File: src/rtl/twin_pwm_pkg.sv
package twin_pwm_pkg;
  localparam int CNT_W = 16;
  localparam int DIV_W = 7;
  localparam int NUM_CH = 2;

  typedef struct packed {
    logic             run;
    logic [DIV_W-1:0] div;
    logic [CNT_W-1:0] high;
    logic [CNT_W-1:0] low;
  } chanCtl_t;
endpackage

File: src/rtl/twin_pwm_regs.sv
module twin_pwm_regs
  import twin_pwm_pkg::*;
#(
  parameter int IDX_W  = 2,
  parameter int DATA_W = 32
) (
  input  logic              clk,
  input  logic              rst,
  input  logic              wrEn,
  input  logic [IDX_W-1:0]  addr,
  input  logic [DATA_W-1:0] wdata,
  output logic [DATA_W-1:0] rdata,
  output chanCtl_t          chanCtl [NUM_CH]
);
  localparam int CTRL_IDX = NUM_CH;
  localparam int GATE_STRIDE = 8;
  localparam int DIV_BASE = 8;

  logic [DATA_W-1:0] cntReg [NUM_CH];
  logic [NUM_CH-1:0] outEn;
  logic [NUM_CH-1:0] clkGate;
  logic [DIV_W-1:0]  preDiv [NUM_CH];
  logic [DATA_W-1:0] ctrlWord;
  logic              ctrlWrite;

  assign ctrlWrite = wrEn && (addr == IDX_W'(CTRL_IDX));

  for (genvar ch = 0; ch < NUM_CH; ch++) begin : g_ch
    always_ff @(posedge clk) begin
      if (rst) begin
        cntReg[ch]  <= '0;
        outEn[ch]   <= 1'b0;
        clkGate[ch] <= 1'b0;
        preDiv[ch]  <= '0;
      end else begin
        if (wrEn && (addr == IDX_W'(ch))) cntReg[ch] <= wdata;
        if (ctrlWrite) begin
          outEn[ch]   <= wdata[ch];
          preDiv[ch]  <= wdata[DIV_BASE + GATE_STRIDE*ch +: DIV_W];
          clkGate[ch] <= wdata[DIV_BASE + GATE_STRIDE*ch + DIV_W];
        end
      end
    end

    assign chanCtl[ch].run  = outEn[ch] && clkGate[ch];
    assign chanCtl[ch].div  = preDiv[ch];
    assign chanCtl[ch].high = cntReg[ch][2*CNT_W-1:CNT_W];
    assign chanCtl[ch].low  = cntReg[ch][CNT_W-1:0];
  end

  always_comb begin
    ctrlWord = '0;
    for (int ch = 0; ch < NUM_CH; ch++) begin
      ctrlWord[ch] = outEn[ch];
      ctrlWord[DIV_BASE + GATE_STRIDE*ch +: DIV_W] = preDiv[ch];
      ctrlWord[DIV_BASE + GATE_STRIDE*ch + DIV_W] = clkGate[ch];
    end
  end

  always_comb begin
    rdata = '0;
    for (int ch = 0; ch < NUM_CH; ch++) begin
      if (addr == IDX_W'(ch)) rdata = cntReg[ch];
    end
    if (addr == IDX_W'(CTRL_IDX)) rdata = ctrlWord;
  end
endmodule

File: src/rtl/twin_pwm_chan.sv
module twin_pwm_chan
  import twin_pwm_pkg::*;
(
  input  logic     clk,
  input  logic     rst,
  input  chanCtl_t ctl,
  output logic     pwmOut
);
  localparam int POS_W = CNT_W + 1;

  logic [DIV_W-1:0] preCnt;
  logic [POS_W-1:0] pos;
  logic [CNT_W-1:0] shHigh;
  logic [CNT_W-1:0] shLow;
  logic [POS_W-1:0] total;
  logic             tick;
  logic             periodEnd;

  assign total     = POS_W'(shHigh) + POS_W'(shLow);
  assign tick      = (preCnt >= ctl.div);
  assign periodEnd = ((pos + POS_W'(1)) >= total);

  always_ff @(posedge clk) begin
    if (rst) begin
      preCnt <= '0;
      pos    <= '0;
      shHigh <= '0;
      shLow  <= '0;
    end else if (!ctl.run) begin
      preCnt <= '0;
      pos    <= '0;
      shHigh <= ctl.high;
      shLow  <= ctl.low;
    end else if (tick) begin
      preCnt <= '0;
      if (periodEnd) begin
        pos    <= '0;
        shHigh <= ctl.high;
        shLow  <= ctl.low;
      end else begin
        pos <= pos + POS_W'(1);
      end
    end else begin
      preCnt <= preCnt + DIV_W'(1);
    end
  end

  assign pwmOut = ctl.run && (pos < POS_W'(shHigh));
endmodule

File: src/rtl/twin_pwm.sv
module twin_pwm
  import twin_pwm_pkg::*;
#(
  parameter int IDX_W  = 2,
  parameter int DATA_W = 32
) (
  input  logic              clk,
  input  logic              rst,
  input  logic              wrEn,
  input  logic [IDX_W-1:0]  addr,
  input  logic [DATA_W-1:0] wdata,
  output logic [DATA_W-1:0] rdata,
  output logic              pwmA,
  output logic              pwmB
);
  chanCtl_t          chanCtl [NUM_CH];
  logic [NUM_CH-1:0] pwmVec;
  logic [NUM_CH-1:0] runVec;

  twin_pwm_regs #(.IDX_W(IDX_W), .DATA_W(DATA_W)) u_regs (
    .clk(clk), .rst(rst), .wrEn(wrEn), .addr(addr),
    .wdata(wdata), .rdata(rdata), .chanCtl(chanCtl)
  );

  for (genvar ch = 0; ch < NUM_CH; ch++) begin : g_chan
    twin_pwm_chan u_chan (
      .clk(clk), .rst(rst), .ctl(chanCtl[ch]), .pwmOut(pwmVec[ch])
    );
    assign runVec[ch] = chanCtl[ch].run;
  end

  assign pwmA = pwmVec[0];
  assign pwmB = pwmVec[1];
endmodule

File: config.mk
export PLATFORM = sky130hd
export DESIGN_NAME = twin_pwm
export DESIGN_NICKNAME = d
export VERILOG_FILES = /design/src/rtl/twin_pwm_pkg.sv /design/src/rtl/twin_pwm_regs.sv /design/src/rtl/twin_pwm_chan.sv /design/src/rtl/twin_pwm.sv
export SDC_FILE = /design/constraint.sdc
export NUM_CORES = 1
export LEC_CHECK = 0
export BUFFER_PORTS_ARGS = -buffer_cell sky130_fd_sc_hd__buf_2
export CAP_MARGIN = 20
export CORE_ASPECT_RATIO = 1.1
export CORE_MARGIN = 2
export CORE_UTILIZATION = 40
export DETAILED_ROUTE_END_ITERATION = 7
export SETUP_SLACK_MARGIN = 0.2
export SLEW_MARGIN = 5
export SYNTH_ARGS = -nofsm -noshare
export SYNTH_HDL_FRONTEND = slang
export SYNTH_HIERARCHICAL = 1
export SYNTH_SLANG_ARGS = --single-unit
File: constraint.sdc
create_clock -name clk -period 9.92 [get_ports clk]
set_clock_uncertainty 0.1 [all_clocks]
set_input_delay 1.984 -clock clk [delete_from_list [all_inputs] [get_ports clk]]
set_output_delay 1.984 -clock clk [all_outputs]
set_load 0.01 [all_outputs]
# [Yosys cells after proc, flatten, opt, wreduce, memory -nomap -nowiden]
# Memory sizes are Yosys's and may differ from the RTL's.
# Index checks and enable logic that the tools add are counted.
[classes] bitwise_logic=6 n_eq_ne=6 n_reduce_logical=14 n_mux=32 order_cmp=6 addsub=6
[op_table] cell="16-bit two-way mux" n=12
[op_table] cell="32-bit two-way mux" n=5
[op_table] cell="16-bit by 16-bit adder with 17-bit output" n=2
[op_table] cell="17-bit by 1-bit adder with 17-bit output, second input constant" n=2
[op_table] cell="17-bit >= comparator" n=2
[op_table] cell="17-bit by 16-bit < comparator with 1-bit output" n=2
[op_table] cell="17-bit two-way mux" n=2
[op_table] cell="7-bit by 1-bit adder with 7-bit output, second input constant" n=2
[op_table] cell="7-bit >= comparator" n=2
[op_table] cell="7-bit two-way mux" n=2
[op_table] cell="1-bit two-way mux" n=11
[op_table] cell="2-bit != test, second input constant" n=4
[op_table] cell="1-bit logical AND" n=7
[op_table] cell="3-bit OR reduction" n=2
[op_table] cell="1-bit OR" n=4
[op_table] cell="2-bit AND reduction" n=2
[op_table] cell="2-bit OR reduction" n=2
[op_table] cell="2-bit by 1-bit == test with 1-bit output, second input constant" n=1
[op_table] cell="2-bit == test, second input constant" n=1
[op_table] cell="2-bit logical NOT" n=1
[op_table] cell="1-bit inverter" n=2
[totals] n_memories=2 mem_bits_rw=78 elab_cells=84 ff_bits=116
[mem_list] name="u_regs.cntReg" words=2 word_bits=32 rd=2 rd_clocked_by_memory_dff=0 wr=2 line_no="twin_pwm_regs.sv:19" text="logic [DATA_W-1:0] cntReg [NUM_CH];"
[mem_list] name="u_regs.preDiv" words=2 word_bits=7 rd=2 rd_clocked_by_memory_dff=0 wr=2 line_no="twin_pwm_regs.sv:22" text="logic [DIV_W-1:0] preDiv [NUM_CH];"

# [Logic depth before layout (Yosys ltp)]
[logic_depth] word_depth=6 depth_mapped=18 mapped_depth_nobuf=17

# [By module]
# Netlist, hierarchy kept.
[by_module_without_submodules] mod="twin_pwm_chan (g_chan[1].u_chan)" instances=1 seq_area_each_um2=1121.1 cells_per_inst=496 area_per_inst_um2=4037.6
[by_module_without_submodules] mod="twin_pwm_chan (g_chan[0].u_chan)" instances=1 seq_area_each_um2=1121.1 cells_per_inst=449 area_per_inst_um2=3943.8
[by_module_without_submodules] mod="twin_pwm_regs" instances=1 seq_area_each_um2=2422.3 cells_per_inst=304 area_per_inst_um2=3920.0

# [Worst setup path before layout]
# No wires, ideal clock.
[synth_path] path_type="input-to-output" from="input addr[1]" to="output rdata[24]" arrival_time_ns=2.665 required_ns=7.836 cell_stages=4 slack_ns=5.171 n_path_buf=3 path_cell_list="buf_4 buf_4 buf_2 nor2_1"
[synth_between] elab_chain_cells=4 elab_cells_between_ends=6 cone_classes="eq/ne: 2; mux: 3; reduce/logical: 1"
[synth_lines] item="start: declaration" line_no="twin_pwm.sv:10" text="input logic [IDX_W-1:0] addr,"
[synth_lines] item="2-bit logical NOT" line_no="twin_pwm_regs.sv:63" text="if (addr == IDX_W'(ch)) rdata = cntReg[ch];"
[synth_lines] item="32-bit two-way mux (2 in series)" line_no="twin_pwm_regs.sv:63"
[synth_lines] item="32-bit two-way mux (*)" line_no="twin_pwm_regs.sv:65" text="if (addr == IDX_W'(CTRL_IDX)) rdata = ctrlWord;"
[synth_lines] item="end: declaration" line_no="twin_pwm.sv:12" text="output logic [DATA_W-1:0] rdata,"
# Mark *: on every way between the ends. The rest lies on a longest branch, timed or not.

# [Worst setup path in the final report]
[layout_path] from="input addr[0]" to="output rdata[19]"
# The elaborated chain is that of the path after synthesis.

==> results.txt <==
The flow ran to the end, and the final reports show no timing, DRC or antenna violations. The power density over cell area came out at roughly 140 nW/µm². The critical register-to-register path startpoint is g_chan[1].u_chan/shHigh[0]. Static timing analysis puts the maximum clock frequency at around 170 MHz. The switching power of the nets came out at roughly 0.53 mW. The worst slew margin relative to its limit is 25.1%.

The leakage power summed over all cells came out at about 5.4 nW. Entering global routing, the biggest net connects 70 pins. The die area came out at between 30000 and 40000 µm². Setup repair after global routing left no endpoint under its margin. After synthesis, the most frequently instantiated cells are 124 x sky130_fd_sc_hd__nor2_1, 116 x sky130_fd_sc_hd__dfxtp_1, 114 x sky130_fd_sc_hd__ha_1. The number of nets in the synthesized netlist is approximately 1400. The total area of multi-input combinational cells is 6540 µm². The number of cells traversed by the worst register-to-register path is 18. The number of resized instances in the post-cts repair step came out at 0. The sequential area share after synthesis is 39.2%. The repair_antennas step left the layout with diodes totalling 0. The worst setup path is launched from an input port. The standard-cell row count is 66. The buffer levels on the longest clock path is 2. The count of clock tree sinks came out at 194. In the post-synthesis netlist, the biggest area contributors are sky130_fd_sc_hd__edfxtp_1 20%, sky130_fd_sc_hd__dfxtp_1 20%, sky130_fd_sc_hd__ha_1 12%, sky130_fd_sc_hd__mux2i_1 5.7%, sky130_fd_sc_hd__nor2_1 3.9%.

The initial core utilization came out at between 40% and 50%. Max-cap violations in this run came to 0. Summed over all failing endpoints, the final setup total negative slack is 0 ns. In the synthesized netlist the dominant register cell turns out to be sky130_fd_sc_hd__dfxtp_1. The worst setup path is captured at an output port. Following the worst setup path forward leads to its endpoint at rdata[19]. The worst setup path startpoint is addr[0].

The count of pins over their slew limit was 0. The post-synth design cell area came out at 11900 µm². The number of routed nets with antenna violations came out at 0. For this run, the total global-route usage over all layers was measured as ~20%. The clock network power share is 37.3%. The total of endpoints with negative setup slack in the final report is 0.

The core area is between 20000 and 30000 µm². The highest net fanout along the worst path is 39. CTS placed an instance of sky130_fd_sc_hd__clkbuf_16 at the clock tree root. For the finished layout, the period the worst path requires is slightly below 6 ns.

From left edge to right edge, the die measures approximately 170 µm. Cells with a size suffix above 1 make up between 10% and 20% of the layout. The placed instances occupy a cell area of around 12000 µm². Combinational cells account for about an eighth of the total power.

In this run, distinct cell masters in the synthesized netlist total 76. The number of buffers inserted for hold repair after clock tree synthesis is 0. The placer congestion estimate is 0.888. The post-route worst hold slack is around 0.37 ns.

The switching power share of the total came out at 28.9%. The share of flip-flops with an asynchronous set or reset came out at 0%. The routed via count came out at between 8000 and 9000. Across the VDD grid, the largest voltage drop is around 0.085 mV. After filler insertion, the fill cell instance count of the layout stands at ~2800. The worst setup path is of the input port to output port kind.

The min-delay analysis places its worst path in the category register to register. The clock latency on the worst-skew pair is ~0.44 ns. The net count of the finished layout is around 1400. The critical path arrival came out at 3.78 ns. The post-CTS setup-driven buffer insertion count is 0. The number of optimization iterations in the first detailed-route pass is 4. The number of levels in the clock H-tree came out at 4.

The post-synthesis to final-layout area growth came out at 8.96%. In the post-synthesis netlist, the cell with the most instances is sky130_fd_sc_hd__nor2_1. Cell internal power was estimated by the tool at approximately 1.3 mW.

The share of Yosys cell area claimed by the top area cell type came out at 19.7%. The register area came out at around 4700 µm². Summed over all instances, the cell type with the most area after synthesis is sky130_fd_sc_hd__edfxtp_1. TritonCTS built the clock tree. The number of antenna violations at the first check in global routing is 0. The final global-route overflow total came out at 0. The number of cells in the finished layout apart from fillers is around 1700. The die extent in y came out at roughly 180 µm. The part of the total power dissipated in sequential elements came out at around half. During synthesis, Yosys emitted a total of 6 warnings. The count of state elements after synthesis came out at approximately 190. The remaining design rule violation count is 0.

The endpoint of the worst register-to-register path is g_chan[1].u_chan/shHigh[7]. Input and output buffers added on the ports amount to 70. The global-route wire length before repair came out at about 48000 µm. The clock transition at the register clock pins on the worst setup and hold paths after CTS came out at 0.08 ns.

The number of global-route vias before repair is 8799. The total placed cells including tap cells is about 1600. The aggregate routed wire length came out at 30600 µm.

In the routed layout, each cell is associated on average with a via count of about 5.4. The portion of the clock cycle consumed by the worst path in the final layout came out at about 60%. Detailed placement finished with a half-perimeter wire length of 23500 µm. The final hold violation count came out at 0. The number of I/O pins is 71. STA puts the critical path data required time at 7.84 ns. After routing the design area is around 13000 µm². For flop-to-flop paths, the worst setup slack is between 4 and 5 ns. The number of enable-type register cells in the synthesized netlist is 78. The average wire per cell in the routed design came out at ~18 µm. The number of buffers inserted during clock tree synthesis came out at 17. The transition at the pin with the smallest max-transition slack came out at between 1 and 1.5 ns. A synthesized cell averages about 9.5 µm². The gate count after technology mapping came out at 1249. After the first detailed-routing iteration, the DRC count stood at about 440.
## metrics by stage
step                total power, mW  setup slack (ns)  util, %
global placement               1.17              4.15     42.1
CTS                            1.85              4.10     44.1
floorplan                      1.09              5.17        -
detailed placement             1.17              4.10     42.1
finish                         1.83              4.06     44.1
global route                   1.91              3.91     44.1
## state kept, by name, summed over array words and instances (netlist names)
signal                flops
g_chan.u_chan/pos        34
g_chan.u_chan/preCnt     14
g_chan.u_chan/shHigh     32
g_chan.u_chan/shLow      32
u_regs/clkGate            2
u_regs/cntReg            64
u_regs/ctrlWord           2
u_regs/preDiv            14
## cells by family after synthesis
group / synth area share [%]
compound gates: 14.7
xor+xnor: 4.71
fa+ha+maj: 12.3
buf+inv: 5.90
flops: 39.2
mux: 5.72
simple gates: 17.5
## routing by layer
layer / wire, µm / track usage [%] / vias to the layer above / part of all wire (%)
met4: 506 / 5.24 / 0 / 1.7
met2: 15100 / 35.7 / 149 / 49
met5: 0 / 0 / - / 0
li1: - / - / 4524 / -
met3: 908 / 2.63 / 23 / 3.0
met1: 14100 / 25.5 / 4269 / 46
## critical path, cell delays in order
cell                        delay (ns)
sky130_fd_sc_hd__buf_2            0.07
sky130_fd_sc_hd__buf_4            0.46
sky130_fd_sc_hd__nor2b_2          0.42
sky130_fd_sc_hd__buf_4            0.43
sky130_fd_sc_hd__o2bb2ai_1        0.17
sky130_fd_sc_hd__buf_2            0.15
## cells in the final DEF, fill, tap and decap left out, types with 10 or more instances in the layout
cell                        Yosys  final
sky130_fd_sc_hd__a21o_1        21     21
sky130_fd_sc_hd__xor2_1        23     23
sky130_fd_sc_hd__o21ai_0       29     29
sky130_fd_sc_hd__a211oi_1      11     11
sky130_fd_sc_hd__buf_4         19     12
sky130_fd_sc_hd__nand2_1       99     99
sky130_fd_sc_hd__nor3_1        11     11
sky130_fd_sc_hd__nor2_1       124    124
sky130_fd_sc_hd__a21oi_2       11     11
sky130_fd_sc_hd__and2_1        10     10
sky130_fd_sc_hd__and3_1        52     52
sky130_fd_sc_hd__o2bb2ai_1     18     18
sky130_fd_sc_hd__nand2_2       10     10
sky130_fd_sc_hd__nand3_1       31     31
sky130_fd_sc_hd__nand3b_1      16     16
sky130_fd_sc_hd__edfxtp_1      78     78
sky130_fd_sc_hd__nand4_1       14     14
sky130_fd_sc_hd__xnor2_1       41     41
sky130_fd_sc_hd__o21bai_1      11     11
sky130_fd_sc_hd__inv_1         73     73
sky130_fd_sc_hd__a21oi_1       82     82
sky130_fd_sc_hd__clkbuf_16      0     17
sky130_fd_sc_hd__dfxtp_1      116    116
sky130_fd_sc_hd__buf_2         15     69
sky130_fd_sc_hd__ha_1         114    114
sky130_fd_sc_hd__nand2b_1      18     18
sky130_fd_sc_hd__mux2i_1       68     68
## power groups by stage
stage / registers, mW / clock network [mW] / logic [mW]
after floorplan: 0.907 / 0 / 0.182
after global placement: 0.935 / 0 / 0.231
after detailed placement: 0.933 / 0 / 0.236
after CTS: 0.915 / 0.700 / 0.237
after global routing: 0.919 / 0.727 / 0.267
final: 0.914 / 0.684 / 0.236
## final cells by class
class                      count  share of cell area, %
clock buffer                  17                   3.28
clock inverter                15                   1.22
inverter                      73                   2.11
multi-input combinational    915                   50.5
sequential                   194                   36.0
tap                          374                   3.61
timing repair buffer          81                   3.36
## how the worst min path moves through the flow
stage,from,to,cells past startpoint
2_1_floorplan,g_chan[0].u_chan/preCnt[0],g_chan[0].u_chan/preCnt[0],1
3_3_place_gp,g_chan[0].u_chan/preCnt[0],g_chan[0].u_chan/preCnt[0],1
3_5_place_dp,g_chan[0].u_chan/preCnt[0],g_chan[0].u_chan/preCnt[0],1
4_1_cts,g_chan[0].u_chan/preCnt[0],g_chan[0].u_chan/preCnt[0],1
5_1_grt,g_chan[1].u_chan/shLow[15],g_chan[1].u_chan/shLow[15],2
6_report,g_chan[1].u_chan/preCnt[0],g_chan[1].u_chan/preCnt[0],1
No activity file was read; power rests on OpenSTA's default activity.
